$ cat config.mk
export PLATFORM = sky130hd
export DESIGN_NAME = sat_mac
export DESIGN_NICKNAME = d
export VERILOG_FILES = /design/src/rtl/sat_mac_pkg.sv /design/src/rtl/sat_mac_mult.sv /design/src/rtl/sat_mac_sat.sv /design/src/rtl/sat_mac.sv
export SDC_FILE = /design/constraint.sdc
export NUM_CORES = 1
export LEC_CHECK = 0
export BUFFER_PORTS_ARGS = -buffer_cell sky130_fd_sc_hd__buf_4
export CORE_ASPECT_RATIO = 0.75
export CORE_MARGIN = 1
export CORE_UTILIZATION = 53
export DETAILED_ROUTE_END_ITERATION = 8
export PLACE_DENSITY = 0.85
export SLEW_MARGIN = 40
export SYNTH_ARGS = -nofsm -noshare
export SYNTH_HDL_FRONTEND = slang
export SYNTH_SLANG_ARGS = --single-unit
$ cat constraint.sdc
create_clock -name clk -period 8.3 [get_ports clk]
set_input_delay 0.83 -clock clk [delete_from_list [all_inputs] [get_ports clk]]
set_output_delay 0.83 -clock clk [all_outputs]
set_load 0.05 [all_outputs]
$ cat src/rtl/sat_mac_pkg.sv
package sat_mac_pkg;

  // operation form selected at start
  typedef enum logic {
    FORM_LONG = 1'b0,
    FORM_WORD = 1'b1
  } form_e;

endpackage

$ cat src/rtl/sat_mac_mult.sv
// Sequential signed multiplier: magnitudes are multiplied by shift-add,
// one multiplier bit per cycle, and the sign is applied at the output.
module sat_mac_mult
  import sat_mac_pkg::*;
#(
  parameter int unsigned DATA_W = 32,
  parameter int unsigned HALF_W = 16
) (
  input  logic              clk,
  input  logic              rst_n,
  input  logic              load,
  input  form_e             form,
  input  logic [DATA_W-1:0] opa,
  input  logic [DATA_W-1:0] opb,
  output logic              busy,
  output logic              prod_vld,
  output logic [2*DATA_W-1:0] prod
);

  localparam int unsigned PW    = 2 * DATA_W;
  localparam int unsigned STEPS = DATA_W;
  localparam int unsigned CW    = (STEPS > 1) ? $clog2(STEPS) : 1;

  // operand as a full-width signed value for the chosen form
  function automatic logic [DATA_W-1:0] widen(form_e f, logic [DATA_W-1:0] x);
    if (f == FORM_WORD) return {{(DATA_W-HALF_W){x[HALF_W-1]}}, x[HALF_W-1:0]};
    return x;
  endfunction

  // unsigned magnitude of a two's complement value (min value maps to 2^(W-1))
  function automatic logic [DATA_W-1:0] magnitude(logic [DATA_W-1:0] x);
    return x[DATA_W-1] ? (~x + 1'b1) : x;
  endfunction

  logic [DATA_W-1:0] ext_a, ext_b;
  logic [PW-1:0]     mcand_q, part_q;
  logic [DATA_W-1:0] mplier_q;
  logic              neg_q, busy_q, vld_q;
  logic [CW-1:0]     cnt_q;
  logic              last_step;

  always_comb begin
    ext_a     = widen(form, opa);
    ext_b     = widen(form, opb);
    last_step = busy_q && (cnt_q == CW'(STEPS - 1));
  end

  always_ff @(posedge clk or negedge rst_n) begin
    if (!rst_n) begin
      mcand_q  <= '0;
      mplier_q <= '0;
      part_q   <= '0;
      neg_q    <= 1'b0;
      busy_q   <= 1'b0;
      vld_q    <= 1'b0;
      cnt_q    <= '0;
    end else begin
      vld_q <= last_step;
      if (load && !busy_q) begin
        mcand_q  <= {{DATA_W{1'b0}}, magnitude(ext_a)};
        mplier_q <= magnitude(ext_b);
        part_q   <= '0;
        neg_q    <= ext_a[DATA_W-1] ^ ext_b[DATA_W-1];
        cnt_q    <= '0;
        busy_q   <= 1'b1;
      end else if (busy_q) begin
        if (mplier_q[0]) part_q <= part_q + mcand_q;
        mcand_q  <= mcand_q << 1;
        mplier_q <= mplier_q >> 1;
        cnt_q    <= cnt_q + 1'b1;
        if (last_step) busy_q <= 1'b0;
      end
    end
  end

  assign busy     = busy_q;
  assign prod_vld = vld_q;
  assign prod     = neg_q ? (~part_q + 1'b1) : part_q;

  // a finished product is offered for one cycle only
  p_prod_pulse_r7: assert property (@(posedge clk) disable iff (!rst_n)
    prod_vld |=> !prod_vld);

  // each operation starts stepping from count zero
  p_step_origin_r7: assert property (@(posedge clk) disable iff (!rst_n)
    $rose(busy_q) |-> (cnt_q == '0));

  // a product only appears at the end of a busy span
  p_vld_after_busy_r7: assert property (@(posedge clk) disable iff (!rst_n)
    $rose(vld_q) |-> $fell(busy_q));

endmodule

$ cat src/rtl/sat_mac_sat.sv
// Adds the product to the accumulator at full precision and applies the
// form-dependent saturation.
module sat_mac_sat
  import sat_mac_pkg::*;
#(
  parameter int unsigned DATA_W     = 32,
  parameter int unsigned LONG_SAT_W = 48
) (
  input  logic [DATA_W-1:0]   acc_hi,
  input  logic [DATA_W-1:0]   acc_lo,
  input  logic [2*DATA_W-1:0] prod,
  input  form_e               form,
  input  logic                sat_en,
  output logic [DATA_W-1:0]   nxt_hi,
  output logic [DATA_W-1:0]   nxt_lo,
  output logic                clamp_up,
  output logic                clamp_dn
);

  localparam int unsigned AW = 2 * DATA_W;

  localparam logic signed [AW:0] LONG_MAX =
    {{(AW+2-LONG_SAT_W){1'b0}}, {(LONG_SAT_W-1){1'b1}}};
  localparam logic signed [AW:0] LONG_MIN =
    {{(AW+2-LONG_SAT_W){1'b1}}, {(LONG_SAT_W-1){1'b0}}};
  localparam logic signed [AW:0] WORD_MAX =
    {{(AW+2-DATA_W){1'b0}}, {(DATA_W-1){1'b1}}};
  localparam logic signed [AW:0] WORD_MIN =
    {{(AW+2-DATA_W){1'b1}}, {(DATA_W-1){1'b0}}};

  // exact sum with one guard bit so no overflow hides from the clamp tests
  function automatic logic signed [AW:0] exact_sum(logic [AW-1:0] a, logic [AW-1:0] p);
    return $signed({a[AW-1], a}) + $signed({p[AW-1], p});
  endfunction

  logic signed [AW:0] total;
  logic [AW-1:0]      result;

  always_comb begin
    total    = exact_sum({acc_hi, acc_lo}, prod);
    result   = total[AW-1:0];
    clamp_up = 1'b0;
    clamp_dn = 1'b0;
    if (sat_en) begin
      if (form == FORM_LONG) begin
        if (total > LONG_MAX) begin
          clamp_up = 1'b1;
          result   = LONG_MAX[AW-1:0];
        end else if (total < LONG_MIN) begin
          clamp_dn = 1'b1;
          result   = LONG_MIN[AW-1:0];
        end
      end else begin
        if (total > WORD_MAX) begin
          clamp_up = 1'b1;
          result   = {DATA_W'(1), WORD_MAX[DATA_W-1:0]};
        end else if (total < WORD_MIN) begin
          clamp_dn = 1'b1;
          result   = {DATA_W'(1), WORD_MIN[DATA_W-1:0]};
        end
      end
    end
    nxt_hi = result[AW-1:DATA_W];
    nxt_lo = result[DATA_W-1:0];
  end

endmodule

$ cat src/rtl/sat_mac.sv
module sat_mac
  import sat_mac_pkg::*;
#(
  parameter int unsigned DATA_W     = 32,
  parameter int unsigned HALF_W     = 16,
  parameter int unsigned LONG_SAT_W = 48
) (
  input  logic              clk,
  input  logic              rst_n,
  input  logic              start,
  input  logic              form_word,
  input  logic              sat_en,
  input  logic [DATA_W-1:0] opa,
  input  logic [DATA_W-1:0] opb,
  input  logic              clr,
  input  logic              ld_hi,
  input  logic [DATA_W-1:0] hi_din,
  input  logic              ld_lo,
  input  logic [DATA_W-1:0] lo_din,
  output logic [DATA_W-1:0] acc_hi,
  output logic [DATA_W-1:0] acc_lo,
  output logic              done
);

  localparam int unsigned UPPER_W = 2 * DATA_W - LONG_SAT_W + 1;

  // internal events, named for the checks below
  logic              mult_busy, prod_vld, busy, accept, commit;
  logic [2*DATA_W-1:0] prod;
  logic [DATA_W-1:0] nxt_hi, nxt_lo;
  logic              clamp_up, clamp_dn;

  form_e             form_q;
  logic              sat_q, done_q;
  logic [DATA_W-1:0] acc_hi_q, acc_lo_q;

  assign busy   = mult_busy | prod_vld;
  assign accept = start & ~busy;
  assign commit = prod_vld;

  sat_mac_mult #(.DATA_W(DATA_W), .HALF_W(HALF_W)) u_mult (
    .clk      (clk),
    .rst_n    (rst_n),
    .load     (accept),
    .form     (form_e'(form_word)),
    .opa      (opa),
    .opb      (opb),
    .busy     (mult_busy),
    .prod_vld (prod_vld),
    .prod     (prod)
  );

  sat_mac_sat #(.DATA_W(DATA_W), .LONG_SAT_W(LONG_SAT_W)) u_sat (
    .acc_hi   (acc_hi_q),
    .acc_lo   (acc_lo_q),
    .prod     (prod),
    .form     (form_q),
    .sat_en   (sat_q),
    .nxt_hi   (nxt_hi),
    .nxt_lo   (nxt_lo),
    .clamp_up (clamp_up),
    .clamp_dn (clamp_dn)
  );

  always_ff @(posedge clk or negedge rst_n) begin
    if (!rst_n) begin
      form_q <= FORM_LONG;
      sat_q  <= 1'b0;
      done_q <= 1'b0;
    end else begin
      done_q <= commit;
      if (accept) begin
        form_q <= form_e'(form_word);
        sat_q  <= sat_en;
      end
    end
  end

  always_ff @(posedge clk or negedge rst_n) begin
    if (!rst_n) begin
      acc_hi_q <= '0;
      acc_lo_q <= '0;
    end else if (clr) begin
      acc_hi_q <= '0;
      acc_lo_q <= '0;
    end else begin
      if (ld_hi)       acc_hi_q <= hi_din;
      else if (commit) acc_hi_q <= nxt_hi;
      if (ld_lo)       acc_lo_q <= lo_din;
      else if (commit) acc_lo_q <= nxt_lo;
    end
  end

  assign acc_hi = acc_hi_q;
  assign acc_lo = acc_lo_q;
  assign done   = done_q;

  // done is a single-cycle pulse
  p_done_single_r7: assert property (@(posedge clk) disable iff (!rst_n)
    done |=> !done);

  // every finished product is followed by done
  p_done_follows_r7: assert property (@(posedge clk) disable iff (!rst_n)
    prod_vld |=> done);

  // configuration is frozen while an operation runs
  p_cfg_held_r10: assert property (@(posedge clk) disable iff (!rst_n)
    (busy && !prod_vld) |=> ($stable(form_q) && $stable(sat_q)));

  // clear empties both words
  p_clear_r9: assert property (@(posedge clk) disable iff (!rst_n)
    clr |=> (acc_hi == '0 && acc_lo == '0));

  // a load wins over a commit to the same word
  p_load_hi_r9: assert property (@(posedge clk) disable iff (!rst_n)
    (ld_hi && !clr) |=> (acc_hi == $past(hi_din)));

  // a saturated long result keeps its top bits sign-consistent
  p_long_window_r4: assert property (@(posedge clk) disable iff (!rst_n)
    (commit && form_q == FORM_LONG && sat_q && !clr && !ld_hi)
      |=> ($countones(acc_hi[DATA_W-1:DATA_W-UPPER_W]) == 0 ||
           $countones(acc_hi[DATA_W-1:DATA_W-UPPER_W]) == UPPER_W));

  // a word-form clamp marks the high word with 1
  p_word_marker_r5: assert property (@(posedge clk) disable iff (!rst_n)
    (commit && form_q == FORM_WORD && (clamp_up || clamp_dn) && !clr && !ld_hi)
      |=> (acc_hi == DATA_W'(1)));

  // an upward word-form clamp holds the largest positive low word
  p_word_up_r6: assert property (@(posedge clk) disable iff (!rst_n)
    (commit && form_q == FORM_WORD && clamp_up && !clr && !ld_lo)
      |=> (acc_lo == {1'b0, {(DATA_W-1){1'b1}}}));

  // a downward word-form clamp holds the most negative low word
  p_word_dn_r5: assert property (@(posedge clk) disable iff (!rst_n)
    (commit && form_q == FORM_WORD && clamp_dn && !clr && !ld_lo)
      |=> (acc_lo == {1'b1, {(DATA_W-1){1'b0}}}));

endmodule

==> metrics.md <==
| Metric | Value |
|---|---|
| Placed Cells | 3349 |
| Critical path's slowest cell | or4_4 |
| Maximum vdd drop | slightly above 0.3 mV |
| H-tree levels | 1 |
| Crit-path leading delay family | simple AND/OR/NAND/NOR gates |
| Fin Hold WS | approximately 280 ps |
| Final setup fails | 0 |
| Rel. slew slack | between 40% and 50% |
| Num CTS Buffers | 25 |
| R2R setup slack | ~250 ps |
| Commonest non-fill, non-tap cell in the layout | nand2_1 |
| Chip Width | between 200 and 250 um |
| Pre-Repair DR Iteration Count | 6 |
| GRT Resource Usage Total | between 30% and 40% |
| Gate count of the mapped netlist | 2723 |
| Asr flop ratio synth | 100% |
| Die area | about 0.041 mm^2 |
| Worst R2R End | acc_lo[21]$_DFFE_PN0P_ |
| Cell variety after synth | between 80 and 90 |
| Pwr/cell area | around 470 mW/mm^2 |
| CP dominant cell by count | buf_4 |
| Warnings, synthesis | 0 |
| Iteration-0 DRC Markers | 2377 |
| Residual DRC count | 0 |
| Die Y | approximately 170 um |
| # port buffers | 200 |
| Commonest non-fill, non-tap cells in the layout | nand2_1, o21ai_0, buf_4, a21oi_1, dfrtp_1 |
| Buffers plus inverters on the worst setup path | 7 |
| Pin count of the biggest net entering global routing | 111 |
| Vias/cell | around 6.5 |
| Critical Path RT | roughly 8700 ps |
| Critical path launch point type | flop |
| Slowest stage delay, CP | around 550 ps |
| Commonest register cell after synthesis | dfrtp_1 |
| Reg2reg path depth | 30 |
| CTS Buffer Depth | 3 |
| Final wirelength | roughly 75 mm |
| Period utilization | 97.0% |
| Finished Layout Cells | 3401 |
| Setup TNS | 0 ps |
| Tmin final | approximately 8000 ps |
| Share of layout cells above drive strength 1 | ~14% |
| Area Growth Syn to Fin | 16.0% |
| Clock-pin slew on the worst setup and hold paths | around 70 ps |
| Vias in the first global route | a little over 20000 |
| Final Hold Viols | 0 |
| Crit Reg-Reg Startpoint | u_mult.part_q[0]$_DFFE_PN0P_ |
| Status | finished, final reports clean |
| Crit path DAT | roughly 8500 ps |
| Ports | 201 |
| CTS Sinks | roughly 240 |
| Post-cts hold buffer count | 0 |
| Crit Path Category | flop to flop |
| Post-synth EDFFs | 0 |
| DP Wirelength | ~58 mm |
| Worst Tran Pin Value | ~800 ps |
| Layout Nets | approximately 3100 |
| Max cap viols | 0 |
| Static leakage | about 11 nW |
| Final ANT Viol Nets | 0 |
| Max-slew violations | 0 |
| Clk_skew | 17.0 ps |
| Routed vias | between 20000 and 25000 |
| Sequential-to-total area share from yosys stat | about 28% |
| Core outline area | a little under 0.04 mm^2 |
| Fmax | ~120 MHz |
| Synthesized area per cell | around 7.7 um^2 |
| Synth Cell Area | approximately 0.021 mm^2 |
| Antenna violations before repair | 2 |
| Seq cells post-synth | ~240 |
| Root Buffer | clkbuf_16 |
| Latest clock arrival within the worst-skew pair | roughly 550 ps |
| Hold Crit Class | primary input to async pin |
| First-pass GRT wire length | approximately 120 mm |
| Initial core utilization | roughly 54% |
| GP Congestion | just over 1 |
| Total power draw | about 11 mW |
| Critical Path End Type | flop |
| Drt wl/cell | 21.9 um |
| # rows | 62 |
| Syn nets | ~3000 |
| Crit-path max FO | 28 |
| CTS tree | built |
| Global route overflow | 0 |
## cell families (layout without fill, tap and decap cells)
logic type	Yosys count	in the layout	share of synthesized area, %
AOI/OAI and AO/OA	1050	1050	31.6
and+or+nand+nor	854	854	18.9
DFF	235	235	27.9
buffers and inverters	221	385	3.94
xor gates and xnor gates	219	219	9.12
adders and majority gates	135	135	8.10
muxes	9	9	0.464
other	0	2	0
## worst reg2reg max path: cells and delay by family, from the launching register on
family                   cells  cell delay (ps)
AND/OR/NAND/NOR             12             4080
AO/OA/AOI/OAI                8             1650
buffers and inverters        7             1150
adder cells (fa/ha/maj)      2              500
flip-flops                   1              390
XOR/XNOR                     1              190
## how the worst max path moves through the flow
stage,startpoint,end,cells past startpoint,slack [ps]
floorplan,u_mult.part_q[4]$_DFFE_PN0P_,acc_lo[11]$_DFFE_PN0P_,25,400
global placement,u_mult.part_q[5]$_DFFE_PN0P_,acc_hi[28]$_DFFE_PN0P_,26,-90
detailed placement,u_mult.part_q[1]$_DFFE_PN0P_,acc_hi[28]$_DFFE_PN0P_,26,-270
CTS,u_mult.part_q[1]$_DFFE_PN0P_,acc_lo[21]$_DFFE_PN0P_,27,20
global route,u_mult.part_q[4]$_DFFE_PN0P_,acc_hi[3]$_DFFE_PN0P_,28,-30
finish,u_mult.part_q[0]$_DFFE_PN0P_,acc_lo[21]$_DFFE_PN0P_,30,250
## registers in the layout, indices dropped and copies added (netlist names), 5 cells and up
signal	count
u_mult.cnt_q	5
acc_lo	32
u_mult.mplier_q	32
u_mult.part_q	64
acc_hi	32
u_mult.mcand_q	64
## where the power goes
group | internal (mW) | switching [mW]
Clock | 0.722 | 0.494
Combinational | 2.92 | 5.15
Sequential | 1.53 | 0.589
Total | 5.17 | 6.24
## final cells by class
type / instances / area [um^2]
sequential: 235 / 5890
tap: 512 / 641
fill: 3314 / 14300
clock inverter: 11 / 195
antenna: 2 / 5.00
inverter: 67 / 251
multi-input combinational: 2267 / 14600
clock buffer: 33 / 666
timing repair buffer: 274 / 2170
## timing repair
item / CTS / global route
setup buffers: 0 / 4
hold endpoints to repair: 0 / 0
endpoints found under the setup margin: 62 / 64
resized for setup: 8 / 46
pin swaps: 0 / 12
gates cloned: 0 / 2
## routing by layer
metal	vias to the layer above	share of wire, %	track usage [%]
met5	-	0	0
met2	1058	44	55.7
met4	0	3.7	12.7
met1	10700	44	50.6
li1	10400	-	-
met3	139	8.1	5.27
## synthesized netlist by cell type, drive strengths merged, types with 41 or more instances
| master | number | area share [%] |
|---|---|---|
| a21o | 62 | 2.2 |
| xor2 | 58 | 2.4 |
| clkbuf | 149 | 2.7 |
| nor3 | 43 | 1.0 |
| nand4 | 54 | 1.6 |
| o21ai | 301 | 7.2 |
| a22oi | 41 | 1.5 |
| a211oi | 58 | 2.1 |
| inv | 65 | 1.2 |
| xnor2 | 161 | 6.7 |
| a21oi | 258 | 6.1 |
| ha | 133 | 7.9 |
| o31ai | 41 | 1.6 |
| o221ai | 41 | 1.7 |
| nor2 | 176 | 3.1 |
| dfrtp | 235 | 28 |
| nand2 | 387 | 6.9 |
## metrics by stage
step | area, um^2 | setup slack, ps | util (%)
2_1_floorplan | 21000 | 404 | -
3_3_place_gp | 23200 | -89.5 | 60.0
3_5_place_dp | 23200 | -265 | 60.0
4_1_cts | 24100 | 19.9 | 62.3
5_1_grt | 24400 | -30.2 | 63.0
6_report | 24400 | 250 | 63.0
Power figures use the tool's default switching activity.
